$ cat config.mk
export PLATFORM = sky130hd
export DESIGN_NAME = cal_bin_rx
export DESIGN_NICKNAME = d
export VERILOG_FILES = /design/src/rtl/cal_rx_pkg.sv /design/src/rtl/cal_rx_sync.sv /design/src/rtl/cal_rx_timer.sv /design/src/rtl/cal_rx_frame.sv /design/src/rtl/cal_rx_out.sv /design/src/rtl/cal_bin_rx.sv
export SDC_FILE = /design/constraint.sdc
export NUM_CORES = 1
export LEC_CHECK = 0
export BUFFER_PORTS_ARGS = -buffer_cell sky130_fd_sc_hd__clkbuf_2
export CAP_MARGIN = 20
export CORE_UTILIZATION = 40
export DETAILED_ROUTE_END_ITERATION = 7
export PLACE_DENSITY = 0.6
export REMOVE_ABC_BUFFERS = 1
export SLEW_MARGIN = 20
export SYNTH_ARGS = -nofsm -noshare
export SYNTH_HDL_FRONTEND = slang
export SYNTH_SLANG_ARGS = --single-unit
$ cat constraint.sdc
create_clock -name clk -period 7.7 [get_ports clk]
set_input_delay 0.385 -clock clk [delete_from_list [all_inputs] [get_ports clk]]
set_output_delay 0.385 -clock clk [all_outputs]
set_load 0.02 [all_outputs]
$ cat src/rtl/cal_rx_pkg.sv
package cal_rx_pkg;
  typedef enum logic [1:0] {
    RX_UNSYNC = 2'd0,
    RX_ARMED  = 2'd1,
    RX_SHIFT  = 2'd2
  } rx_state_t;
endpackage

$ cat src/rtl/cal_rx_sync.sv
module cal_rx_sync #(
  parameter int WIDTH  = 2,
  parameter int STAGES = 2
) (
  input  logic             clk,
  input  logic             rst_n,
  input  logic [WIDTH-1:0] async_in,
  output logic [WIDTH-1:0] sync_out
);
  for (genvar g = 0; g < WIDTH; g++) begin : g_line
    logic [STAGES-1:0] chain;
    always_ff @(posedge clk or negedge rst_n) begin
      if (!rst_n) chain <= '0;
      else        chain <= {chain[STAGES-2:0], async_in[g]};
    end
    assign sync_out[g] = chain[STAGES-1];
  end
endmodule

$ cat src/rtl/cal_rx_timer.sv
module cal_rx_timer #(
  parameter int IDLE_CYC = 250000,
  parameter int GAP_CYC  = 12500
) (
  input  logic clk,
  input  logic rst_n,
  input  logic line_s,
  output logic fall,
  output logic gap_ok,
  output logic idle_ok
);
  localparam int LO_W = $clog2(IDLE_CYC + 1);
  localparam int HI_W = $clog2(GAP_CYC + 1);
  localparam logic [LO_W-1:0] LO_MAX = LO_W'(IDLE_CYC);
  localparam logic [HI_W-1:0] HI_MAX = HI_W'(GAP_CYC);

  logic            prev;
  logic [LO_W-1:0] lo_cnt;
  logic [HI_W-1:0] hi_cnt;

  always_ff @(posedge clk or negedge rst_n) begin
    if (!rst_n) begin
      prev   <= 1'b0;
      lo_cnt <= '0;
      hi_cnt <= '0;
    end else begin
      prev <= line_s;
      if (line_s) begin
        lo_cnt <= '0;
        if (hi_cnt != HI_MAX) hi_cnt <= hi_cnt + 1'b1;
      end else begin
        hi_cnt <= '0;
        if (lo_cnt != LO_MAX) lo_cnt <= lo_cnt + 1'b1;
      end
    end
  end

  assign fall    = prev & ~line_s;
  assign gap_ok  = (hi_cnt == HI_MAX);
  assign idle_ok = (lo_cnt == LO_MAX);
endmodule

$ cat src/rtl/cal_rx_frame.sv
module cal_rx_frame
  import cal_rx_pkg::*;
#(
  parameter int WORD_W = 24
) (
  input  logic              clk,
  input  logic              rst_n,
  input  logic              fall,
  input  logic              gap_ok,
  input  logic              idle_ok,
  input  logic              dat_s,
  output logic              done,
  output logic              err,
  output logic [WORD_W-1:0] abs_w,
  output logic [WORD_W-1:0] rel_w
);
  localparam int FRAME_W = 2 * WORD_W;
  localparam int BIT_W   = $clog2(FRAME_W);
  localparam logic [BIT_W-1:0] LAST_BIT = BIT_W'(FRAME_W - 1);

  rx_state_t          st;
  logic [BIT_W-1:0]   bit_cnt;
  logic [FRAME_W-1:0] sr;

  always_ff @(posedge clk or negedge rst_n) begin
    if (!rst_n) begin
      st      <= RX_UNSYNC;
      bit_cnt <= '0;
      sr      <= '0;
      done    <= 1'b0;
      err     <= 1'b0;
    end else begin
      done <= 1'b0;
      err  <= 1'b0;
      case (st)
        RX_UNSYNC: begin
          if (idle_ok) st <= RX_ARMED;
        end
        RX_ARMED: begin
          if (fall && gap_ok) begin
            sr      <= {dat_s, sr[FRAME_W-1:1]};
            bit_cnt <= BIT_W'(1);
            st      <= RX_SHIFT;
          end
        end
        RX_SHIFT: begin
          if (idle_ok) begin
            err     <= 1'b1;
            bit_cnt <= '0;
            st      <= RX_ARMED;
          end else if (fall) begin
            sr <= {dat_s, sr[FRAME_W-1:1]};
            if (bit_cnt == LAST_BIT) begin
              done    <= 1'b1;
              bit_cnt <= '0;
              st      <= RX_UNSYNC;
            end else begin
              bit_cnt <= bit_cnt + 1'b1;
            end
          end
        end
        default: st <= RX_UNSYNC;
      endcase
    end
  end

  assign abs_w = sr[WORD_W-1:0];
  assign rel_w = sr[FRAME_W-1:WORD_W];

  // a frame begins only on a falling edge after a qualified gap
  p_start_gap_r3: assert property (@(posedge clk) disable iff (!rst_n)
    (st == RX_SHIFT && $past(st) == RX_ARMED) |-> $past(fall && gap_ok));

  // completion is always the result of a falling edge
  p_done_on_fall_r5: assert property (@(posedge clk) disable iff (!rst_n)
    done |-> $past(fall));

  // the error indication lasts one cycle
  p_err_pulse_r9: assert property (@(posedge clk) disable iff (!rst_n)
    err |=> !err);
endmodule

$ cat src/rtl/cal_rx_out.sv
module cal_rx_out #(
  parameter int WORD_W = 24
) (
  input  logic              clk,
  input  logic              rst_n,
  input  logic              load,
  input  logic [WORD_W-1:0] abs_in,
  input  logic [WORD_W-1:0] rel_in,
  input  logic              ready,
  output logic              valid,
  output logic [WORD_W-1:0] abs_out,
  output logic [WORD_W-1:0] rel_out
);
  always_ff @(posedge clk or negedge rst_n) begin
    if (!rst_n) begin
      valid   <= 1'b0;
      abs_out <= '0;
      rel_out <= '0;
    end else if (load) begin
      valid   <= 1'b1;
      abs_out <= abs_in;
      rel_out <= rel_in;
    end else if (valid && ready) begin
      valid <= 1'b0;
    end
  end

  // pending words are held under back-pressure
  p_valid_hold_r6: assert property (@(posedge clk) disable iff (!rst_n)
    (valid && !ready) |=> valid);

  p_words_stable_r6: assert property (@(posedge clk) disable iff (!rst_n)
    (valid && !ready && !load) |=> ($stable(abs_out) && $stable(rel_out)));
endmodule

$ cat src/rtl/cal_bin_rx.sv
module cal_bin_rx #(
  parameter int WORD_W   = 24,
  parameter int STAGES   = 2,
  parameter int IDLE_CYC = 250000,
  parameter int GAP_CYC  = 12500
) (
  input  logic              clk,
  input  logic              rst_n,
  input  logic              scale_clk,
  input  logic              scale_dat,
  output logic              out_valid,
  input  logic              out_ready,
  output logic [WORD_W-1:0] abs_pos,
  output logic [WORD_W-1:0] rel_pos,
  output logic              frame_err
);
  logic [1:0]        lines_s;
  logic              fall, gap_ok, idle_ok, done;
  logic [WORD_W-1:0] abs_w, rel_w;

  cal_rx_sync #(.WIDTH(2), .STAGES(STAGES)) u_sync (
    .clk(clk), .rst_n(rst_n),
    .async_in({scale_dat, scale_clk}),
    .sync_out(lines_s)
  );

  cal_rx_timer #(.IDLE_CYC(IDLE_CYC), .GAP_CYC(GAP_CYC)) u_timer (
    .clk(clk), .rst_n(rst_n), .line_s(lines_s[0]),
    .fall(fall), .gap_ok(gap_ok), .idle_ok(idle_ok)
  );

  cal_rx_frame #(.WORD_W(WORD_W)) u_frame (
    .clk(clk), .rst_n(rst_n), .fall(fall), .gap_ok(gap_ok),
    .idle_ok(idle_ok), .dat_s(lines_s[1]),
    .done(done), .err(frame_err), .abs_w(abs_w), .rel_w(rel_w)
  );

  cal_rx_out #(.WORD_W(WORD_W)) u_out (
    .clk(clk), .rst_n(rst_n), .load(done), .abs_in(abs_w), .rel_in(rel_w),
    .ready(out_ready), .valid(out_valid), .abs_out(abs_pos), .rel_out(rel_pos)
  );

  // an aborted frame never raises the output strobe at the same time
  p_err_no_load_r9: assert property (@(posedge clk) disable iff (!rst_n)
    frame_err |-> !done);
endmodule

==> impl_summary.md, run 1 <==
STA
The hold violation count in the final report is 0. Adding up every negative setup slack in the final design gives 0 ps. At the pin with the least slew margin, the transition time is 857.1 ps. The final clock period utilization by the worst path is 43.53%. The final critical-path required period is 3352 ps. The achievable clock frequency is 0.2983 GHz. The final count of negative-setup-slack endpoints is 0. The worst clock skew is 10.19 ps. The max-slew violation count is 0. In this run the tightest slew margin relative to its limit is 42.86%.

Setup repair after global routing left no endpoint under its margin.

CTS
Hold repair after CTS inserted 0 buffers. The clock passes through at most 2 buffers. The clock tree root driver cell is clkbuf_16. Clock latency on the worst-skew pair, taken at its later pin, is 410 ps. The post-cts gate resize count is 0.

The total clock sinks is 144. TritonCTS created 17 clock buffers. TritonCTS built the clock tree. The maximum level of the CTS H-tree is 4. Buffers added to address setup during post-CTS repair amount to 0. The clock transition at the register clock pins on the worst setup and hold paths after CTS is 60 ps.

Synthesis
The dominant cell type by area after synthesis is dfrtp_1. The primary flip-flop cell chosen by synthesis mapping is dfrtp_1. The sequential element share of the synthesized area is 58.57%. For this run, the number of Yosys warnings is 0.

Sorting the synthesized cells by how often they occur yields 144 x dfrtp_1, 77 x mux2_2, 25 x nor2_1, 21 x nand2_1, 20 x mux2_4. The number of standard cells after synthesis is 456. In the post-synthesis netlist, the cell with the most instances is dfrtp_1. The portion of synthesized cell area occupied by the leading cell type is 58.57%. The mean area per synthesized cell is 13.49 um2. Yosys mapped a number of flops with a built-in enable equal to 0. Counting flops and latches in the post-synthesis netlist gives 144.

For this run, asynchronously set or reset flops after synthesis account for 100.0%. The distinct cell type count after synthesis is 44. Ranked by total cell area, the synthesized netlist is headed by dfrtp_1 59%, mux2_2 14%, mux2_4 4.9%, xnor2_1 2.1%, ha_1 2.0%. The total standard cell area after synthesis is 6152 um2.

Global route
Across every metal layer, demand over resource in global routing totals 14.86%. The wire length of the first global-routing pass is 18570 um. The maximum number of pins on one net before global-route repair is 97. The initial antenna violation count came to 0.

The number of global-route vias before repair is 3692. The overflow left after global routing is 0.

Die
The die outline width is 126.0 um. The initial core utilization is 41.70%. The count of standard-cell rows is 44. The area of the core is 14750 um2. The height of the chip is 126.0 um.

The die covers 15880 um2. The number of ports placed on the die boundary is 55.

Layout
Cells fill 48.51% of the core in the end. The synthesis-to-finish area growth is 16.33%. The number of non-filler instances in the completed layout is 710.

The number of diodes added for antenna fixing is 0. For this run, the post-layout net count is 529. The share of cells above drive strength 1 is 35.74%.

The final non-filler cell area is 7157 um2.

Worst setup path
By startpoint and endpoint, the worst setup path is classified as flop to flop. The largest single stage delay on the critical path is 730 ps. The endpoint required time on the critical path is 7990 ps.

Walking the worst path, the cells encountered are inv_1, ha_1, or4b_1, or4_1, o22ai_4, and3_4, mux2_2. The startpoint type of the worst setup path is a flop. The worst flop-to-flop path endpoint is u_frame.sr[42]. The startpoint of the lowest-slack register-to-register path is u_timer.hi_cnt[0]. The highest-delay cell along the critical path is and3_4. The endpoint class of the critical path is a flop. Setup slack on the worst reg-to-reg path comes out at 4350 ps.

The maximum fanout along the worst path is 48. Counting cells, the worst reg-to-reg path comes to 7. The most critical setup path has its startpoint at u_timer.hi_cnt[0]. Data on the critical path arrives at its endpoint at 3650 ps.

Pwr
The share of total power consumed by net switching is 20.83%. The power per cell area is 227.0 nW/um2. The part of the total power dissipated in the clock network is 51.2%. The static leakage is 3.500 nW. The combinational power share is 1.8%. The worst voltage drop across the vdd grid is 0.1700 mV. Registers are responsible for 47.0% of the overall power. The cell-internal power is 1.286 mW. The analysis attributes to net switching a power of 338.4 uW.

Routing
After detailed routing, the average wire length per cell comes to 14.86 um. In the routed design, unresolved DRC markers number 0. The routed layout has 3581 vias.

The detail route stage leaves a number of antenna-violating nets equal to 0. The vias per cell is 5.044. The first detailed-routing pass took 4 iterations. The first routing iteration left 159 violations. After detailed routing, the total wire length is 10550 um.

Placement
The placed instance count is 679. The HPWL after detailed placement is 6775 um. Buffers placed on the I/O ports in this run total 54. At the end of routability-driven placement, the weighted congestion stood at 0.7465. The post-placement cell area is 6553 um2.

Status
The run finished with clean final reports.

Run
The max-cap violation count is 0.

Hold path
The path class of the lowest-slack min-delay path is primary input to asynchronous set/reset pin.
-- power by group through the flow --
stage | registers [mW] | clock network, mW | logic (mW)
floorplan | 0.778 | 0 | 0.00851
global placement | 0.777 | 0 | 0.0288
detailed placement | 0.778 | 0 | 0.0304
CTS | 0.764 | 0.854 | 0.0305
global route | 0.764 | 0.894 | 0.0349
finish | 0.764 | 0.831 | 0.0291
-- per-stage QoR --
| stage | hold WS, ps | setup WS [ps] | power, mW |
|---|---|---|---|
| floorplan | 89.41 | 4708 | 0.7867 |
| global placement | 362.3 | 4495 | 0.8061 |
| detailed placement | 365.1 | 4344 | 0.8081 |
| CTS | 60.94 | 4337 | 1.648 |
| global route | 58.27 | 4189 | 1.693 |
| finish | 23.58 | 4348 | 1.624 |
-- sequential cells by signal, indices dropped and copies added, names as in the netlist, 2 cells and up --
name,count
u_frame.bit_cnt,6
u_frame.sr,48
u_frame.st,2
u_out.abs_out,24
u_out.rel_out,24
u_sync.g_line.chain,4
u_timer.hi_cnt,14
u_timer.lo_cnt,18
-- cell usage in the layout (no fill, tap or decap), types with 4 or more instances in the layout --
cell type  count
nor2_1        25
dfrtp_1      143
and3_1         7
nor3_1        11
o21ai_0        8
and2_1        14
clkbuf_16     17
nand4_1        6
ha_1          10
inv_1         12
nand3_1       14
xnor2_1       15
nand2_1       21
mux2_2        77
a21oi_1        4
clkbuf_2      53
xor2_1        12
mux2_4        20
-- cell type report --
cell class              count  area, um2
clock buffers              19      442.9
clock inverters            12      158.9
fillers                  1296       7597
inverters                  12      45.04
multi-input cells         283       2381
flip-flops and latches    144       3607
well taps                 184      230.2
repair buffers             56      291.5
-- layer usage --
metal	track usage [%]	wire length [um]
met5	0	0
met4	4.678	75
met3	4.673	440
met2	22.78	4946
met1	20.07	5087
-- worst max path at each step --
| stage | cells after the start | endpoint | slack [ps] |
|---|---|---|---|
| final | 7 | u_frame.sr[42] | 4350 |
| after global routing | 7 | u_frame.sr[4] | 4190 |
| after CTS | 7 | u_frame.sr[34] | 4340 |
| after detailed placement | 7 | u_frame.sr[29] | 4340 |
| after global placement | 7 | u_frame.sr[3] | 4500 |
| after floorplan | 7 | u_frame.sr[0] | 4710 |
-- critical path, delay by kind of cell (launching register included) --
family          cells  cell delay [ps]
compound gates      1              290
fa+ha+maj           1              160
buf+inv             1              100
flops               1              390
mux                 1              400
simple gates        3             1840
-- logic make-up (layout without fill, tap and decap cells) --
kind of cell | count (synthesis) | count (layout) | share of synthesized area [%]
flops | 144 | 144 | 58.57
simple gates | 120 | 120 | 10.31
mux | 97 | 97 | 18.97
compound gates | 29 | 29 | 3.539
buf+inv | 29 | 99 | 2.725
xor+xnor | 27 | 27 | 3.844
fa+ha+maj | 10 | 10 | 2.034
Note: power is estimated with default switching activity, not from simulation.
==> run 2, diff against run 1 <==
clock period = 3.5 ns   (was 7.7 ns; I/O delays follow)
==> run 2 against run 1 <==
Register-to-register slack lost 4000 ps. Design area grew 1.3%. Critical endpoint is now u_frame.sr[2]. Clock skew grew 4.1 ps. Highest routed layer unchanged. Fmax grew 7.1%. Combinational power grew 140%. Sequential power grew 120%. Non-clock buffer count grew 7. Wire length grew 0.46%. Sequential share of layout area shrank 0.64 points.
==> impl_summary.md, run 2 (synthesized netlist as in run 1, its figures left out) <==
CTS
Counting along the longest clock path gives a buffer depth of 2. TritonCTS created 17 clock buffers. The later pin in the worst-skew pair is clocked with a latency of 420 ps. The H-tree generated during clock tree synthesis spans 4 levels.

After clock tree synthesis, the clock-pin slew on the worst setup and hold paths is 60 ps. Buffers added to address setup during post-CTS repair amount to 0. The post-cts gate resize count is 0.

TritonCTS built the clock tree. The total clock sinks is 144. The clock tree root driver cell is clkbuf_16.

Global route
The initial antenna violation count is 0. The first global-routing pass estimated 18730 um of wire. The overflow left after global routing is 0.

Entering global routing, the biggest net connects 99 pins. The global-route total usage across every layer is 15.04%. The number of global-route vias before repair is 3712.

STA
The hold violation count in the final report is 0. The actual slew at the worst max-slew pin is 878.8 ps. The final critical-path required period is 3130 ps. After layout, the worst path uses 89.44% of the clock period.

In the final timing run, aggregate negative setup slack is 0 ps. On the final layout, the worst clock skew is 14.33 ps. Setup repair after global routing left no endpoint under its margin. Setup violations remaining at the end of the flow were counted as 0. The achievable clock frequency is 0.3195 GHz. The headroom to the max-slew limit is 41.41%. The max-slew violation count is 0.

Routing
The post-detailed-route DRC marker count is 0. In this run, the number of DRC markers left after iteration 0 of detailed routing was 191. For this run, the detailed router's first-pass iteration total came to 4. The number of nets with antenna violations after detailed routing is 0. The total number of vias is 3619. Dividing the detail-routed via count by the number of cells gives 5.040. The routed wire length per instance is 14.76 um. Summed over all layers, the routed wires come to 10600 um.

Die
The floorplan step set the die height to 126.0 um. The number of ports placed on the die boundary is 55. The die outline width is 126.0 um. The area of the core is 14750 um2. The count of standard-cell rows is 44. The full die area is 15880 um2.

The initial core utilization is 41.70%.

Layout
The share of cells above drive strength 1 is 35.96%. The library cell used most frequently in the layout, excluding fill and tap cells, is dfrtp_1. For this run, the share of the core covered by cells in the final layout is 49.14%. The synthesis-to-finish area growth is 17.84%. After the last flow step, the layout net total stands at 536. The number of antenna diodes in the final layout is 0. The largest registers in the layout are u_frame.sr: 48 flops, u_out.abs_out: 24 flops, u_out.rel_out: 24 flops.

The register with the most flip-flops in the layout has 48 of them. More flip-flops sit in one register than any other, and that register is u_frame.sr. The library cells used most frequently in the layout, excluding fill and tap cells, are 143 x dfrtp_1, 77 x mux2_2, 53 x clkbuf_2.

Status
The flow ran to the end, and the final reports show no timing, DRC or antenna violations.

Pwr
The combinational power share is 1.9%. The share of total power dissipated in sequential elements is 47.2%. The internal portion of the total power is 2.824 mW. In this run the power density over the cells is 491.8 nW/um2. Summed over all cells, the static leakage comes to 3.537 nW. Of the total power, the share spent switching nets is 20.78%. VDD sags by at most 0.3146 mV. The clock network accounts for 50.9% of the total power. The total power is 3.565 mW. The switching power summed over all nets is 740.9 uW.

Worst setup path
STA puts the critical path data required time at 3800 ps. In this design, the stage delay of the slowest critical-path cell is 650 ps. The critical path in this run is classified as flop to flop. The endpoint arrival time on the critical path is 3430 ps. The maximum fanout along the worst path is 20. Traced cell by cell, the critical path runs through inv_1, ha_1, or4b_1, or4_1, o22ai_4, and3_4, buf_12, mux2_2. Measured in cells, the most critical reg-to-reg path has a length of 8. The startpoint type of the worst setup path is a flop.

STA classifies the critical path endpoint as a flop. The highest-delay cell along the critical path is or4_1.

Hold path
The min-delay analysis places its worst path in the category flop to flop. The worst hold path was traced through 0 stages.

Placement
Port buffering added 54 buffers. The HPWL after detailed placement is 6881 um. At the end of routability-driven placement, the weighted congestion stood at 0.8480.

Run
Across the run, the number of max-cap violations was 0.
## run 2: routing by layer
metal	wire, um	part of all wire [%]	global-route usage (%)	vias to the layer above
met3	399	3.8	4.503	11
met2	4811	45	22.65	74
li1	-	-	-	1726
met4	144	1.4	6.166	0
met1	5242	49	20.29	1808
met5	0	0	0	-
## run 2: repair_timing
item | 4_1_cts | 5_1_grt
endpoints found under the hold margin | 99 | 0
setup endpoints to repair | 0 | 0
hold buffers | 4 | 0
## run 2: stage by stage
| stage | area, um2 | hold slack (ps) | setup WS [ps] | instances |
|---|---|---|---|---|
| 2_1_floorplan | 6030 | -120.6 | 507.5 | 439 |
| 3_3_place_gp | 6600 | 285.5 | 467.5 | 682 |
| 3_5_place_dp | 6600 | 285.5 | 344.7 | 682 |
| 4_1_cts | 7247 | 371.4 | 338.8 | 718 |
| 5_1_grt | 7249 | 383.1 | 188.1 | 718 |
| 6_report | 7249 | 368.5 | 369.6 | 718 |
## run 2: worst max-delay path, delay by kind of cell (launching register included)
| kind | cells | cell delay, ps |
|---|---|---|
| multiplexers | 1 | 350 |
| AO/OA/AOI/OAI | 1 | 300 |
| adder cells (fa/ha/maj) | 1 | 150 |
| flip-flops | 1 | 400 |
| AND/OR/NAND/NOR | 3 | 1490 |
| buffers and inverters | 2 | 320 |
## run 2: final cells by class
type,instances,area (um2)
sequential,144,3607
clock buffer,22,484.2
tap,184,230.2
multi-input combinational,283,2381
timing repair buffer,63,379.1
fill,1303,7505
clock inverter,10,122.6
inverter,12,45.04
## run 2: worst paths after layout
path / startpoint / endpoint / slack [ps]
min in group asynchronous: rst_n / u_out.valid / 410
setup / recovery: u_timer.hi_cnt[0] / u_frame.sr[2] / 370
setup reg to reg: u_timer.hi_cnt[0] / u_frame.sr[2] / 370
hold reg to reg: u_sync.g_line[1].chain[0] / u_sync.g_line[1].chain[1] / 370
max in group asynchronous: rst_n / u_timer.lo_cnt[11] / 2190
hold / removal: u_sync.g_line[1].chain[0] / u_sync.g_line[1].chain[1] / 370
## run 2: power by group through the flow
stage / combinational [mW] / sequential (mW) / clock [mW]
2_1_floorplan: 0.0187 / 1.71 / 0
3_3_place_gp: 0.0656 / 1.71 / 0
3_5_place_dp: 0.0682 / 1.71 / 0
4_1_cts: 0.0723 / 1.68 / 1.87
5_1_grt: 0.0810 / 1.68 / 1.94
6_report: 0.0686 / 1.68 / 1.82
==> run 3, diff against run 2 <==
CORE_MARGIN = 10   (was not set)
==> run 3 against run 2 <==
Flip-flop and latch count unchanged. Highest routed layer unchanged. Wire length increased by 3.4%. Worst setup slack improved by 72 ps.
==> impl_summary.md, run 3 (synthesized netlist as in run 1, its figures left out) <==
Routing
For this block, the initial DRC count from the detailed router was 186. The wire length after detailed routing is 10960 um. The total number of vias is 3631. The detail route stage leaves a number of antenna-violating nets equal to 0. The pre-antenna-repair detailed-routing pass consisted of 4 iterations. The post-detailed-route DRC marker count is 0. In the final routed layout, each cell accounts on average for 15.17 um. The vias per cell is 5.029.

Worst setup path
The biggest cell delay along the critical path is 650 ps. In this run the worst setup path begins at u_timer.hi_cnt[0]. The minimum setup slack among reg-to-reg paths is 440 ps. Data on the critical path arrives at its endpoint at 3360 ps. Traced cell by cell, the critical path runs through inv_1, ha_1, or4b_1, or4_1, o22ai_4, and3_4, buf_12, mux2_2.

The highest-delay cell along the critical path is or4_1. The family with the most delay on the worst path is simple AND/OR/NAND/NOR gates. The startpoint identified for the worst register-to-register timing path is u_timer.hi_cnt[0].

The startpoint type of the worst setup path is a flop. The cell count along the critical path is 8. The maximum fanout along the worst path is 22.

Counting both buffers and inverters, the worst setup path holds a total of 2. The end of the critical path is u_frame.sr[0]. The type of the setup path with the least slack is flop to flop. The endpoint required time on the critical path is 3800 ps. The worst reg2reg path depth is 8.

The worst register-to-register path ends at u_frame.sr[0]. The worst setup path is captured at a flop.

Die
In this run the vertical extent of the chip is 144.0 um. The floorplan step defined a die boundary enclosing 20740 um2. The total area inside the core boundary comes to 15150 um2. The floorplan step set the die width to 144.0 um. The number of ports placed on the die boundary is 55. The count of standard-cell rows is 45. Once the floorplan was initialized, standard cells occupied 40.62% of the core.

CTS
The clock passes through at most 2 buffers. The clock transition at the register clock pins on the worst setup and hold paths after CTS is 60 ps. After clock tree synthesis, the repair step resized 0 gates. The root buffer cell chosen for the clock tree is clkbuf_16. The clock reaches the later pin of the worst-skew pair after 420 ps. The number of buffers inserted to repair setup after CTS is 0.

The maximum level of the CTS H-tree is 4. The clock buffer count from CTS is 17. The TritonCTS clock tree is yes. Clock tree synthesis found a total of 144 sinks.

STA
Setup repair after global routing left no endpoint under its margin. The max-slew violation count is 0. Across the routed clock network, the largest skew measured is 13.89 ps. The final count of negative-setup-slack endpoints is 0. The total negative setup slack is 0 ps.

Hold timing on the final database bottoms out at a slack of 192.8 ps. The worst pin sits at a relative slew slack of 57.33%. The hold violation count in the final report is 0. At the pin with the least slew margin, the transition time is 634.2 ps. After layout, the worst setup slack is 441.4 ps. Based on the critical path, the design can be clocked at up to 0.3269 GHz.

The routed design could run at a clock period as short as 3059 ps. Dividing the final minimum period by the clock period gives 87.39%.

Layout
In the final layout, the registers with the most flip-flops are u_frame.sr: 48 flops, u_out.abs_out: 24 flops, u_out.rel_out: 24 flops. The net total in the final layout is 537. The area growth from synthesis to layout is 18.08%.

The library cells used most frequently in the layout, excluding fill and tap cells, are 143 x dfrtp_1, 77 x mux2_2, 53 x clkbuf_2. The most common cell after layout, fill and taps aside is dfrtp_1. The register with the most flip-flops in the layout has 48 of them. Ranked by flip-flop count, first place goes to u_frame.sr. The share of cells above drive strength 1 is 35.96%. Cells fill 47.96% of the core in the end. The number of antenna diodes in the final layout is 0.

Run
The max-cap violation count is 0.

Global route
The number of global-route vias before repair is 3755. Global routing used 11.45% of the available tracks across all layers. The wire length of the first global-routing pass is 18990 um.

Entering global routing, the biggest net connects 115 pins. For this run the aggregate overflow at the end of global routing stands at 0. The initial antenna violation count is 0.

Status
The run finished with clean final reports.

Placement
The number of buffer cells added on primary ports is 54. Routability-driven placement finished with a final weighted congestion of 0.8040. The worst slack after detailed placement is 440.5 ps. The HPWL after detailed placement is 7394 um.

Pwr
The total power is 3.524 mW. The power per cell area is 485.0 nW/um2. The worst voltage drop across the vdd grid is 0.3416 mV.

In this run the static leakage power is 3.532 nW.

Hold path
The path class of the lowest-slack min-delay path is primary input to asynchronous set/reset pin.
-- run 3: where the power goes --
| part | switching (mW) | total [mW] | internal [mW] |
|---|---|---|---|
| Combinational | 0.0493 | 0.0711 | 0.0217 |
| Clock | 0.685 | 1.77 | 1.09 |
| Sequential | 0.00652 | 1.68 | 1.67 |
-- run 3: worst min path at each step --
stage / endpoint / startpoint / slack [ps]
after floorplan: u_frame.bit_cnt[0] / rst_n / -120
after global placement: u_sync.g_line[1].chain[0] / scale_dat / 290
after detailed placement: u_sync.g_line[1].chain[0] / scale_dat / 290
after CTS: u_sync.g_line[1].chain[1] / u_sync.g_line[1].chain[0] / 350
after global routing: u_frame.sr[26] / rst_n / 200
final: u_out.abs_out[2] / rst_n / 190
-- run 3: stage by stage --
stage | cell area, um2 | std cells
after floorplan | 6030 | 439
after global placement | 6605 | 686
after detailed placement | 6605 | 686
after CTS | 7234 | 721
after global routing | 7264 | 722
final | 7264 | 722
-- run 3: routing by layer --
metal  up-vias  global-route usage [%]  wire (um)
li1       1731                       -          -
met1      1812                   14.15       4984
met2        71                   17.72       5079
met3        17                   4.264        695
met4         0                   4.675        197
met5         -                       0          0
-- run 3: final cells by class --
cell class	count	area (um2)
fill	1323	7881
sequential	144	3607
multi-input combinational	283	2381
clock buffer	20	456.7
timing repair buffer	64	406.6
tap	188	235.2
clock inverter	11	132.6
inverter	12	45.04
-- run 3: repair_timing --
action	CTS	global route
hold buffers	4	0
setup endpoints to repair	0	0
endpoints found under the hold margin	115	0
